===== config.mk =====
export PLATFORM = sky130hd
export DESIGN_NAME = ctl_redirect_unit
export DESIGN_NICKNAME = d
export VERILOG_FILES = /design/src/rtl/ctl_redirect_pkg.sv /design/src/rtl/ctl_target_calc.sv /design/src/rtl/ctl_taken_decide.sv /design/src/rtl/ctl_fetch_pc.sv /design/src/rtl/ctl_halt_fsm.sv /design/src/rtl/ctl_redirect_unit.sv
export SDC_FILE = /design/constraint.sdc
export NUM_CORES = 1
export LEC_CHECK = 0
export ABC_AREA = 1
export CAP_MARGIN = 10
export CORE_AREA = 2 2 166 119
export DETAILED_ROUTE_END_ITERATION = 7
export DIE_AREA = 0 0 168 121
export PLACE_DENSITY = 0.61
export SLEW_MARGIN = 20
export SYNTH_ARGS = -nofsm -noshare
export SYNTH_HDL_FRONTEND = slang
export SYNTH_SLANG_ARGS = --single-unit
export TNS_END_PERCENT = 100

===== constraint.sdc =====
create_clock -name clk -period 4.21 [get_ports clk]
set_clock_uncertainty 0.05 [all_clocks]
set_input_delay 0.6315 -clock clk [delete_from_list [all_inputs] [get_ports clk]]
set_output_delay 0.6315 -clock clk [all_outputs]
set_load 0.005 [all_outputs]

===== src/rtl/ctl_redirect_pkg.sv =====
// Shared types for the control-flow redirect unit.
// Assumes a 2-bit control kind code from decode; the values are part of the port contract.
package ctl_redirect_pkg;

    typedef enum logic [1:0] {
        CK_NONE = 2'd0,
        CK_BZ   = 2'd1,
        CK_BNZ  = 2'd2,
        CK_JUMP = 2'd3
    } ctl_kind_e;

    typedef enum logic [1:0] {
        FS_RUN    = 2'd0,
        FS_FROZEN = 2'd1,
        FS_DONE   = 2'd2
    } fetch_state_e;

endpackage


===== src/rtl/ctl_target_calc.sv =====
// Forms the control-transfer destination and judges whether it is legal.
// Assumes two's complement wrap on the 32-bit sum; only alignment and the lower
// bound of instruction space are checked.
module ctl_target_calc
    import ctl_redirect_pkg::*;
#(
    parameter int XLEN = 32,
    parameter int BASE = 4000,
    parameter int ISZ  = 4
) (
    input  ctl_kind_e         kind,
    input  logic [XLEN-1:0]   pc,
    input  logic [XLEN-1:0]   lit,
    input  logic [XLEN-1:0]   opnd,
    output logic [XLEN-1:0]   target,
    output logic              target_ok
);
    localparam int ALIGN_BITS = $clog2(ISZ);
    localparam logic [XLEN-1:0] BASE_ADDR = XLEN'(BASE);

    logic aligned;
    logic in_space;

    // Pick the addend: register operand for jumps, own PC for branches.
    always_comb begin
        if (kind == CK_JUMP) target = opnd + lit;
        else                 target = pc + lit;
    end

    generate
        if (ALIGN_BITS == 0) begin : g_no_align
            assign aligned = 1'b1;
        end else begin : g_align
            assign aligned = (target[ALIGN_BITS-1:0] == '0);
        end
    endgenerate

    // Legal only on an instruction boundary at or above the base.
    always_comb begin
        in_space  = (target >= BASE_ADDR);
        target_ok = aligned && in_space;
    end

endmodule


===== src/rtl/ctl_taken_decide.sv =====
// Decides whether the control instruction in execute transfers control.
// Assumes zero_flag is current (interlock resolved) and `running` is low once fetch froze.
module ctl_taken_decide
    import ctl_redirect_pkg::*;
(
    input  logic      clk,
    input  logic      rst_n,
    input  logic      valid,
    input  ctl_kind_e kind,
    input  logic      zero_flag,
    input  logic      running,
    input  logic      target_ok,
    output logic      cond_met,
    output logic      taken,
    output logic      err_set
);
    // Evaluate the branch condition for the kind in execute.
    always_comb begin
        unique case (kind)
            CK_BZ:   cond_met = zero_flag;
            CK_BNZ:  cond_met = !zero_flag;
            CK_JUMP: cond_met = 1'b1;
            default: cond_met = 1'b0;
        endcase
    end

    // A met condition either redirects or, with a bad target, raises an error.
    always_comb begin
        taken   = valid && running && cond_met && target_ok;
        err_set = valid && running && cond_met && !target_ok;
    end

    assert_taken_exclusive_R7: assert property (@(posedge clk) disable iff (!rst_n)
        !(taken && err_set));
    assert_none_kind_R6: assert property (@(posedge clk) disable iff (!rst_n)
        (kind == CK_NONE) |-> !taken);

endmodule


===== src/rtl/ctl_fetch_pc.sv =====
// Fetch program counter: loads a redirect, steps by one instruction, or holds.
// Assumes load has priority over any hold request.
module ctl_fetch_pc #(
    parameter int XLEN = 32,
    parameter int BASE = 4000,
    parameter int ISZ  = 4
) (
    input  logic            clk,
    input  logic            rst_n,
    input  logic            load,
    input  logic [XLEN-1:0] target,
    input  logic            advance,
    output logic [XLEN-1:0] pc
);
    localparam logic [XLEN-1:0] STEP      = XLEN'(ISZ);
    localparam logic [XLEN-1:0] RESET_VAL = XLEN'(BASE);

    // Update the counter once per cycle.
    always_ff @(posedge clk) begin
        if (!rst_n)       pc <= RESET_VAL;
        else if (load)    pc <= target;
        else if (advance) pc <= pc + STEP;
    end

endmodule


===== src/rtl/ctl_halt_fsm.sv =====
// Tracks halt progress: running, frozen after a halt in decode, done at writeback.
// Assumes halt_accept is already qualified against a same-cycle squash.
module ctl_halt_fsm
    import ctl_redirect_pkg::*;
(
    input  logic clk,
    input  logic rst_n,
    input  logic halt_accept,
    input  logic wb_halt,
    output logic running,
    output logic halted,
    output logic done
);
    fetch_state_e state;

    // Advance the halt state.
    always_ff @(posedge clk) begin
        if (!rst_n) state <= FS_RUN;
        else begin
            unique case (state)
                FS_RUN:    if (halt_accept) state <= FS_FROZEN;
                FS_FROZEN: if (wb_halt)     state <= FS_DONE;
                default:   state <= FS_DONE;
            endcase
        end
    end

    // Decode state into flags.
    always_comb begin
        running = (state == FS_RUN);
        halted  = (state != FS_RUN);
        done    = (state == FS_DONE);
    end

    assert_halt_sticky_R8: assert property (@(posedge clk) disable iff (!rst_n)
        halted |=> halted);
    assert_done_sticky_R10: assert property (@(posedge clk) disable iff (!rst_n)
        done |=> done);

endmodule


===== src/rtl/ctl_redirect_unit.sv =====
// Top of the execute-stage control-flow unit: resolves branches and jumps,
// steers fetch, squashes younger slots and freezes fetch on halt.
// Assumes a single control instruction in execute per cycle and a current zero flag.
module ctl_redirect_unit
    import ctl_redirect_pkg::*;
#(
    parameter int XLEN = 32,
    parameter int BASE = 4000,
    parameter int ISZ  = 4
) (
    input  logic            clk,
    input  logic            rst_n,
    input  logic            fetch_hold,
    input  logic            dec_halt,
    input  logic            ex_valid,
    input  logic [1:0]      ex_kind,
    input  logic [XLEN-1:0] ex_pc,
    input  logic [XLEN-1:0] ex_lit,
    input  logic [XLEN-1:0] ex_opnd,
    input  logic            zero_flag,
    input  logic            wb_halt,
    output logic [XLEN-1:0] fetch_pc,
    output logic            redirect_taken,
    output logic            flush_fd,
    output logic            halted,
    output logic            done,
    output logic            target_err
);
    localparam int ALIGN_BITS = $clog2(ISZ);
    localparam logic [XLEN-1:0] BASE_ADDR = XLEN'(BASE);
    localparam logic [XLEN-1:0] STEP      = XLEN'(ISZ);

    ctl_kind_e       kind;
    logic [XLEN-1:0] target;
    logic            target_ok;
    logic            cond_met;
    logic            taken;
    logic            err_set;
    logic            running;
    logic            halt_accept;
    logic            advance;

    assign kind = ctl_kind_e'(ex_kind);

    ctl_target_calc #(.XLEN(XLEN), .BASE(BASE), .ISZ(ISZ)) u_calc (
        .kind      (kind),
        .pc        (ex_pc),
        .lit       (ex_lit),
        .opnd      (ex_opnd),
        .target    (target),
        .target_ok (target_ok)
    );

    ctl_taken_decide u_decide (
        .clk       (clk),
        .rst_n     (rst_n),
        .valid     (ex_valid),
        .kind      (kind),
        .zero_flag (zero_flag),
        .running   (running),
        .target_ok (target_ok),
        .cond_met  (cond_met),
        .taken     (taken),
        .err_set   (err_set)
    );

    // A halt in decode is younger than execute: a taken redirect squashes it.
    always_comb begin
        halt_accept = running && dec_halt && !taken;
        advance     = running && !halt_accept && !fetch_hold;
    end

    ctl_fetch_pc #(.XLEN(XLEN), .BASE(BASE), .ISZ(ISZ)) u_pc (
        .clk     (clk),
        .rst_n   (rst_n),
        .load    (taken),
        .target  (target),
        .advance (advance),
        .pc      (fetch_pc)
    );

    ctl_halt_fsm u_halt (
        .clk         (clk),
        .rst_n       (rst_n),
        .halt_accept (halt_accept),
        .wb_halt     (wb_halt),
        .running     (running),
        .halted      (halted),
        .done        (done)
    );

    // Latch refused-target events until reset.
    always_ff @(posedge clk) begin
        if (!rst_n)       target_err <= 1'b0;
        else if (err_set) target_err <= 1'b1;
    end

    // Drive redirect and squash together.
    always_comb begin
        redirect_taken = taken;
        flush_fd       = taken;
    end

    assert_redirect_lands_R6: assert property (@(posedge clk) disable iff (!rst_n)
        redirect_taken |=> fetch_pc == $past(target));
    assert_legal_dest_R7: assert property (@(posedge clk) disable iff (!rst_n)
        redirect_taken |-> (target[ALIGN_BITS-1:0] == '0) && (target >= BASE_ADDR));
    assert_err_sticky_R7: assert property (@(posedge clk) disable iff (!rst_n)
        target_err |=> target_err);
    assert_seq_step_R2: assert property (@(posedge clk) disable iff (!rst_n)
        (!redirect_taken && !halted && !dec_halt && !fetch_hold) |=> fetch_pc == $past(fetch_pc) + STEP);
    assert_frozen_quiet_R9: assert property (@(posedge clk) disable iff (!rst_n)
        halted |-> !redirect_taken && !flush_fd);
    assert_frozen_pc_R9: assert property (@(posedge clk) disable iff (!rst_n)
        halted |=> $stable(fetch_pc));
    assert_done_needs_halt_R10: assert property (@(posedge clk) disable iff (!rst_n)
        done |-> halted);

endmodule


==> out/qor.yml, run 1 <==
finish:
  syn2layout_area_growth_pct: 62.9
  fillCellCount: 1971
  diodes: 0
  design_area_um2: 9000
  regArea_um2: 701
  drive_gt1_share_pct: 23.7
  fin_nets: 1406
  multi_input_area_um2: 4720
sta:
  fmax_mhz: 249
  setup_viol: 0
  timing.slew.headroom_pct: 74.7
  period_share_pct: 95.5
  maxSlewViolCount: 0
  rsz0062_at_grt: "false"
  layout_min_cycle_time_ns: 4.02
  hold_viol_final: 0
  worstMarginPinSlew_ns: 0.380
detailed_routing:
  dr.pass1.iters: 5
  drc_errors: 0
  wirelength_mm: 19.0
  antenna_left: 0
  route.detailed.wl_per_inst_um: 12.6
  via_per_inst: 4.53
  num_vias: 6834
  drtIter0Drc: 406
yosys:
  yosys_warnings: 0
  synth_cell_types: 37
  synth_seq_cells: 35
  synth_most_common_cell: "nand2_1"
  syn_area_per_cell_um2: 5.36
  syn_nets: 1169
  synth-async-reset-ratio_pct: 0
  syn-cell-area_um2: 5530
  yosysTopAreaCell: "nand2_1"
  synthCells: 1031
  synthTopCellsByCount: "405 x nand2_1, 189 x inv_1, 117 x nor2_1"
  synth-edff-count: 0
  synth_area_leaders: "nand2_1 28%, inv_1 13%, dfxtp_1 13%"
  seq_area_frac_synth_pct: 12.7
  synth-main-ff-cell: "dfxtp_1"
  synth_top_area_share_pct: 27.5
clock_network:
  ctsHoldBuffers: 0
  clk_pin_slew_ns: 0.06
  htreeDepth: 2
  cts-root-buf: "clkbuf_16"
  numCtsBuffers: 5
  clock_sinks: 35
  clk_latency_ns: 0.28
  cts_tree: "yes"
  cts_buffer_depth: 2
grt:
  grt_pass1_vias: 6260
  grt_use_total_pct: 18.7
  grt_max_degree: 33
  grt_pass1_wl_mm: 31.0
  grt.met2_usage_pct: 29.9
  grt-ovfl-total: 0
  use_met3_pct: 2.51
  met1_usage_pct: 27.3
  grt_busiest_layer: "met2"
  antenna_found_initial: 0
pwr:
  combPwrFrac_pct: 62.3
  vdd_ir_drop_max_v: 0.000154
  pwr-share-clk_pct: 17.6
  swShare_pct: 40.0
  power_frac_seq_pct: 20.0
  power_switching_uw: 842
  power_uw: 2110
  power.density_nw_per_um2: 234
  power.internal_uw: 1260
  leakage_uw: 0.00455
die:
  start_util_pct: 29.6
  fp.dieW_um: 168
  dieArea_um2: 20300
  rows: 42
  core_area_um2: 18700
  die_h_um: 121
  io-pin-count: 142
worst_setup_path:
  cp.required_ns: 3.53
  crit_fanout: 4
  worstPathArrival_ns: 3.34
  critPathLaunchType: "input pin"
  end_kind: "primary output"
  path_class: "in2out"
  ff2ff_setup_slack_ns: 1.50
hold_path:
  hp-class: "reg2reg"
placement:
  gp_congestion: 0.916
  hpwl_mm: 14.8
  place_area_um2: 7870
  io_buffers: 141
flow_run:
  maxCapViolCount: 0
status:
  status: "complete, no violations"
final cells by class:
cell class                 instances  share of cell area (%)
tap                              242                    3.36
sequential                        35                    7.78
clock buffer                       6                    1.54
timing repair buffer             253                    26.5
clock inverter                     1                  0.0556
multi-input combinational        774                    52.5
inverter                         199                    8.30
metrics by stage:
stage / TNS [ns] / hold slack [ns] / cells / util [%] / setup WS (ns)
5_1_grt: 0 / 0.422 / 1510 / 48.2 / 0.0495
3_3_place_gp: -13.87 / 0.389 / 1485 / 42.2 / -0.652
6_report: 0 / 0.407 / 1510 / 48.2 / 0.188
4_1_cts: 0 / 0.412 / 1506 / 47.4 / 0.000333
3_5_place_dp: -15.59 / 0.403 / 1485 / 42.2 / -0.688
2_1_floorplan: 0 / 0.399 / 1031 / - / 0.0802
cell families after synthesis:
kind of cell | after synthesis | share of synthesized area, %
multiplexers | 31 | 6.29
flip-flops | 35 | 12.7
AND/OR/NAND/NOR | 637 | 47.8
buffers and inverters | 222 | 15.9
adder cells (fa/ha/maj) | 33 | 7.61
XOR/XNOR | 40 | 6.34
AO/OA/AOI/OAI | 33 | 3.40
path summary, 6_finish.rpt:
check	start	end	cells after the start
worst max register to register	u_pc.pc[2]	u_pc.pc[26]	17
worst min register to register	u_pc.pc[0]	u_pc.pc[0]	2
worst min-delay path	u_pc.pc[0]	u_pc.pc[0]	2
worst max-delay path	ex_kind[0]	redirect_taken	20
routing by layer:
layer | share of wire [%] | vias up
met5 | 0 | -
met4 | 0.52 | 0
met3 | 6.5 | 9
met2 | 42 | 194
met1 | 51 | 3029
li1 | - | 3602
layout by cell type (no fill, tap or decap), types with 2 or more instances in the layout:
| master | Yosys | layout |
|---|---|---|
| clkbuf_16 | 0 | 5 |
| nand2_4 | 0 | 4 |
| o21ai_1 | 0 | 2 |
| xor2_2 | 0 | 2 |
| mux2_2 | 30 | 25 |
| buf_6 | 3 | 2 |
| xnor2_1 | 16 | 16 |
| nand3_1 | 48 | 41 |
| nand3_2 | 1 | 6 |
| a21oi_1 | 19 | 11 |
| dfxtp_1 | 35 | 35 |
| buf_4 | 4 | 103 |
| nand2_1 | 405 | 358 |
| buf_16 | 0 | 2 |
| nor2_2 | 6 | 18 |
| mux2_4 | 0 | 5 |
| nor3_1 | 10 | 8 |
| inv_2 | 9 | 13 |
| nor2_1 | 117 | 97 |
| nand4_1 | 35 | 35 |
| nand2_2 | 2 | 44 |
| nor2_4 | 0 | 8 |
| a21oi_2 | 0 | 7 |
| inv_1 | 189 | 185 |
| and2_1 | 5 | 4 |
| nand3_4 | 2 | 4 |
| nor3_4 | 0 | 2 |
| clkdlybuf4s50_1 | 0 | 137 |
| o211ai_1 | 2 | 2 |
| clkbuf_2 | 0 | 2 |
| o21ai_0 | 8 | 6 |
| ha_1 | 32 | 3 |
| ha_4 | 0 | 29 |
| nor3_2 | 2 | 2 |
| xor2_1 | 24 | 21 |
| buf_12 | 0 | 6 |
flip-flops by register name, indices dropped and copies added, names as in the netlist:
register	count
u_pc.pc	32
u_halt.state	2
target_err	1
power groups by stage:
stage                     Combinational (µW)  Clock, µW  Sequential [µW]
after global routing                    1460        393              429
after floorplan                          608          0              415
after global placement                  1090          0              428
after detailed placement                1100          0              429
after CTS                               1260        380              422
final                                   1310        371              422
critical path: stages:
cell and delay [ns]:
buf_6 0.11, nand2_8 0.08, buf_12 0.12, bufbuf_16 0.26
mux2_4 0.33, ha_4 0.30, nand2_1 0.08, nor2_1 0.21
nand2_1 0.13, nor2_1 0.17, nand2_1 0.09, nand3_1 0.09
nand2_1 0.07, nor2_1 0.10, nand2_1 0.07, nor2_2 0.13
nand3_4 0.12, nand3_4 0.08, inv_2 0.05, clkbuf_2 0.10
what timing repair did:
action                                  in CTS  in global routing
gates cloned                                 3                  0
endpoints found under the hold margin        0                  0
setup buffers                               11                  4
endpoints found under the setup margin      32                 27
gates resized for setup                    127                 44
pin swaps                                   34                 23
Power figures use the tool's default switching activity.
==> run 2, diff against run 1 <==
--- a/config.mk
+++ b/config.mk
@@ -11,7 +11,6 @@
 export DETAILED_ROUTE_END_ITERATION = 7
 export DIE_AREA = 0 0 168 121
 export PLACE_DENSITY = 0.61
-export SLEW_MARGIN = 20
 export SYNTH_ARGS = -nofsm -noshare
 export SYNTH_HDL_FRONTEND = slang
 export SYNTH_SLANG_ARGS = --single-unit
==> results of run 2 <==
No change in the layout: final DEF, timing and power equal those of run 1.
==> run 3, diff against run 2 <==
--- a/config.mk
+++ b/config.mk
@@ -7,10 +7,12 @@
 export LEC_CHECK = 0
 export ABC_AREA = 1
 export CAP_MARGIN = 10
-export CORE_AREA = 2 2 166 119
+export CORE_AREA = 2 2 135 97
 export DETAILED_ROUTE_END_ITERATION = 7
-export DIE_AREA = 0 0 168 121
-export PLACE_DENSITY = 0.61
+export DIE_AREA = 0 0 137 99
+export HOLD_SLACK_MARGIN = 0.1
+export PLACE_DENSITY = 0.84
+export SLEW_MARGIN = 10
 export SYNTH_ARGS = -nofsm -noshare
 export SYNTH_HDL_FRONTEND = slang
 export SYNTH_SLANG_ARGS = --single-unit
==> run 3 against run 2 <==
Register-to-register slack hardly changed. Critical path type unchanged. Worst setup slack got worse by 0.16 ns. Worst hold slack got worse by 0.0033 ns. Non-clock buffer count shrank 11. Wire length is 4.3% higher. Utilization is 23 points higher. Clock-buffer cell count stayed put. Global-route usage is 10 points higher. First-iteration DRC count up 56%. Final area fell by 3.1%. Final cell count decreased by 6.0%.
==> out/qor.yml, run 3 (synthesis gave the netlist of run 1 again) <==
sta:
  setup_viol: 0  # unchanged
  timing.slew.headroom_pct: 75.5  # +0.85 points
  period_share_pct: 99.4  # +3.9 points
  hold_viol_final: 0  # unchanged
  maxSlewViolCount: 0  # unchanged
  fmax_mhz: 239  # -3.9%
  worstMarginPinSlew_ns: 0.364  # -0.0161 ns
  layout_min_cycle_time_ns: 4.18  # +0.163 ns
  tns_ns: 0  # unchanged
  fin_hold_ws_ns: 0.404  # -0.00328 ns
finish:
  fillCellCount: 975  # -51%
  final_cell_mix: "365 x nand2_1, 187 x inv_1, 137 x clkdlybuf4s50_1"
  finalNonFillerCells: 1419  # -6.0%
  largestRegisters: "u_pc.pc (32), u_halt.state (2), target_err (1)"
  multi_input_area_um2: 4670  # -1.1%
  design_area_um2: 8720  # -3.1%
  final_common_cell: "nand2_1"
  largest-register: "u_pc.pc"
  syn2layout_area_growth_pct: 57.9
  drive_gt1_share_pct: 21.5  # -2.2 points
  diodes: 0  # unchanged
  fin_nets: 1395  # -0.78%
  regArea_um2: 701  # unchanged
  largest_reg_flops: 32  # unchanged
pwr:
  power.internal_uw: 1250  # -1.4%
  combPwrFrac_pct: 62.6  # +0.3 points
  swShare_pct: 40.6  # +0.64 points
  pwr-share-clk_pct: 17.4  # -0.2 points
  vdd_ir_drop_max_v: 0.000155  # +0.88%
  power_frac_seq_pct: 20.0  # about the same
  leakage_uw: 0.00454  # -0.24%
  power.density_nw_per_um2: 241  # +2.8%
  power_switching_uw: 853  # +1.2%
detailed_routing:
  num_vias: 7120  # +4.2%
  drc_errors: 0  # unchanged
  via_per_inst: 5.02  # +11%
  wirelength_mm: 19.9  # +4.3%
  antenna_left: 0  # unchanged
  route.detailed.wl_per_inst_um: 14.0  # +11%
  drtIter0Drc: 633  # +56%
  dr.pass1.iters: 6  # +1
worst_setup_path:
  crit_fanout: 7  # +3
  path_class: "in2out"
  critPathLaunchType: "input pin"
  worstPathArrival_ns: 3.50  # +0.16 ns
  end_kind: "primary output"
  cp.required_ns: 3.53  # about the same
placement:
  place_area_um2: 7670  # -2.4%
  placed_cells: 1396  # -6.0%
  hpwl_mm: 13.8  # -6.6%
  io_buffers: 141  # unchanged
  gp_congestion: 0.937  # +2.3%
die:
  core_area_um2: 12300  # -34%
  start_util_pct: 45.1  # +15 points
  rows: 34  # -19%
  io-pin-count: 142  # unchanged
  dieArea_um2: 13600  # -33%
  die_h_um: 99  # -18%
  fp.dieW_um: 137  # -18%
clock_network:
  cts_buffer_depth: 2  # unchanged
  cts-root-buf: "clkbuf_16"
  cts_tree: "yes"
  numCtsBuffers: 5  # unchanged
  htreeDepth: 2  # unchanged
  clk_latency_ns: 0.28  # about the same
  clock_sinks: 35  # unchanged
  clk_pin_slew_ns: 0.05  # about the same
  ctsHoldBuffers: 0  # unchanged
grt:
  grt_max_degree: 42  # +27%
  antenna_found_initial: 0  # unchanged
  grt_pass1_wl_mm: 31.2  # +0.54%
  grt-ovfl-total: 0  # unchanged
  grt_use_total_pct: 28.6  # +10 points
  grt_pass1_vias: 6732  # +7.5%
status:
  status: "complete, no violations"
hold_path:
  hp-class: "reg2reg"
flow_run:
  maxCapViolCount: 0  # unchanged
## run 3: layout make-up
cell class | count | share of cell area, %
clock inverter | 1 | 0.0574
tap | 162 | 2.32
sequential | 35 | 8.03
inverter | 199 | 8.56
clock buffer | 6 | 1.59
timing repair buffer | 242 | 25.9
multi-input combinational | 774 | 53.5
## run 3: critical path: stages
cell and delay, ns:
buf_2 0.12, nand2_4 0.13, buf_6 0.15, buf_16 0.15, mux2_4 0.32, ha_4 0.27
nand2_2 0.07, nand2_1 0.07, inv_1 0.09, nand2_2 0.07, nand3b_1 0.31, buf_4 0.23
xor2_1 0.15, nor2_1 0.09, nand2_1 0.07, a21oi_2 0.18, nand3_4 0.12, nand3_4 0.09
inv_2 0.05, clkbuf_2 0.11
## run 3: power groups by stage
stage | Clock (µW) | Sequential, µW | Combinational [µW]
floorplan | 0 | 415 | 608
global placement | 0 | 425 | 1070
detailed placement | 0 | 425 | 1090
CTS | 374 | 419 | 1230
global route | 389 | 427 | 1440
finish | 366 | 420 | 1310
## run 3: through the flow
step           utilization [%]  total power, µW  worst slack (ns)
2_1_floorplan                -             1020            0.0802
3_3_place_gp              62.6             1500            -0.624
3_5_place_dp              62.6             1510            -0.688
4_1_cts                   70.3             2030          0.000772
5_1_grt                   71.2             2250           -0.0347
6_report                  71.2             2100            0.0251
## run 3: worst paths after layout
check                                start     endpoint  slack (ns)  depth (start not counted)
worst max-delay path            ex_kind[0]     flush_fd        0.03                         20
worst min-delay path            u_pc.pc[0]   u_pc.pc[0]        0.40                          2
worst max register to register  u_pc.pc[2]  u_pc.pc[26]        1.49                         17
worst min register to register  u_pc.pc[0]   u_pc.pc[0]        0.40                          2
## run 3: layer usage
layer  routed length (µm)  part of all wire [%]  GRT usage (%)  vias to the layer above
li1                     -                     -              -                     3587
met1                 8630                    43           37.8                     3106
met2                 8650                    44           46.3                      359
met3                 1900                   9.6           4.99                       68
met4                  688                   3.5           11.4                        0
met5                    0                     0              0                        -
## run 3: timing repair
item,CTS,global route
setup endpoints to repair,32,32
cloned,3,0
pin swaps,23,19
resized for setup,122,39
buffers inserted,11,3
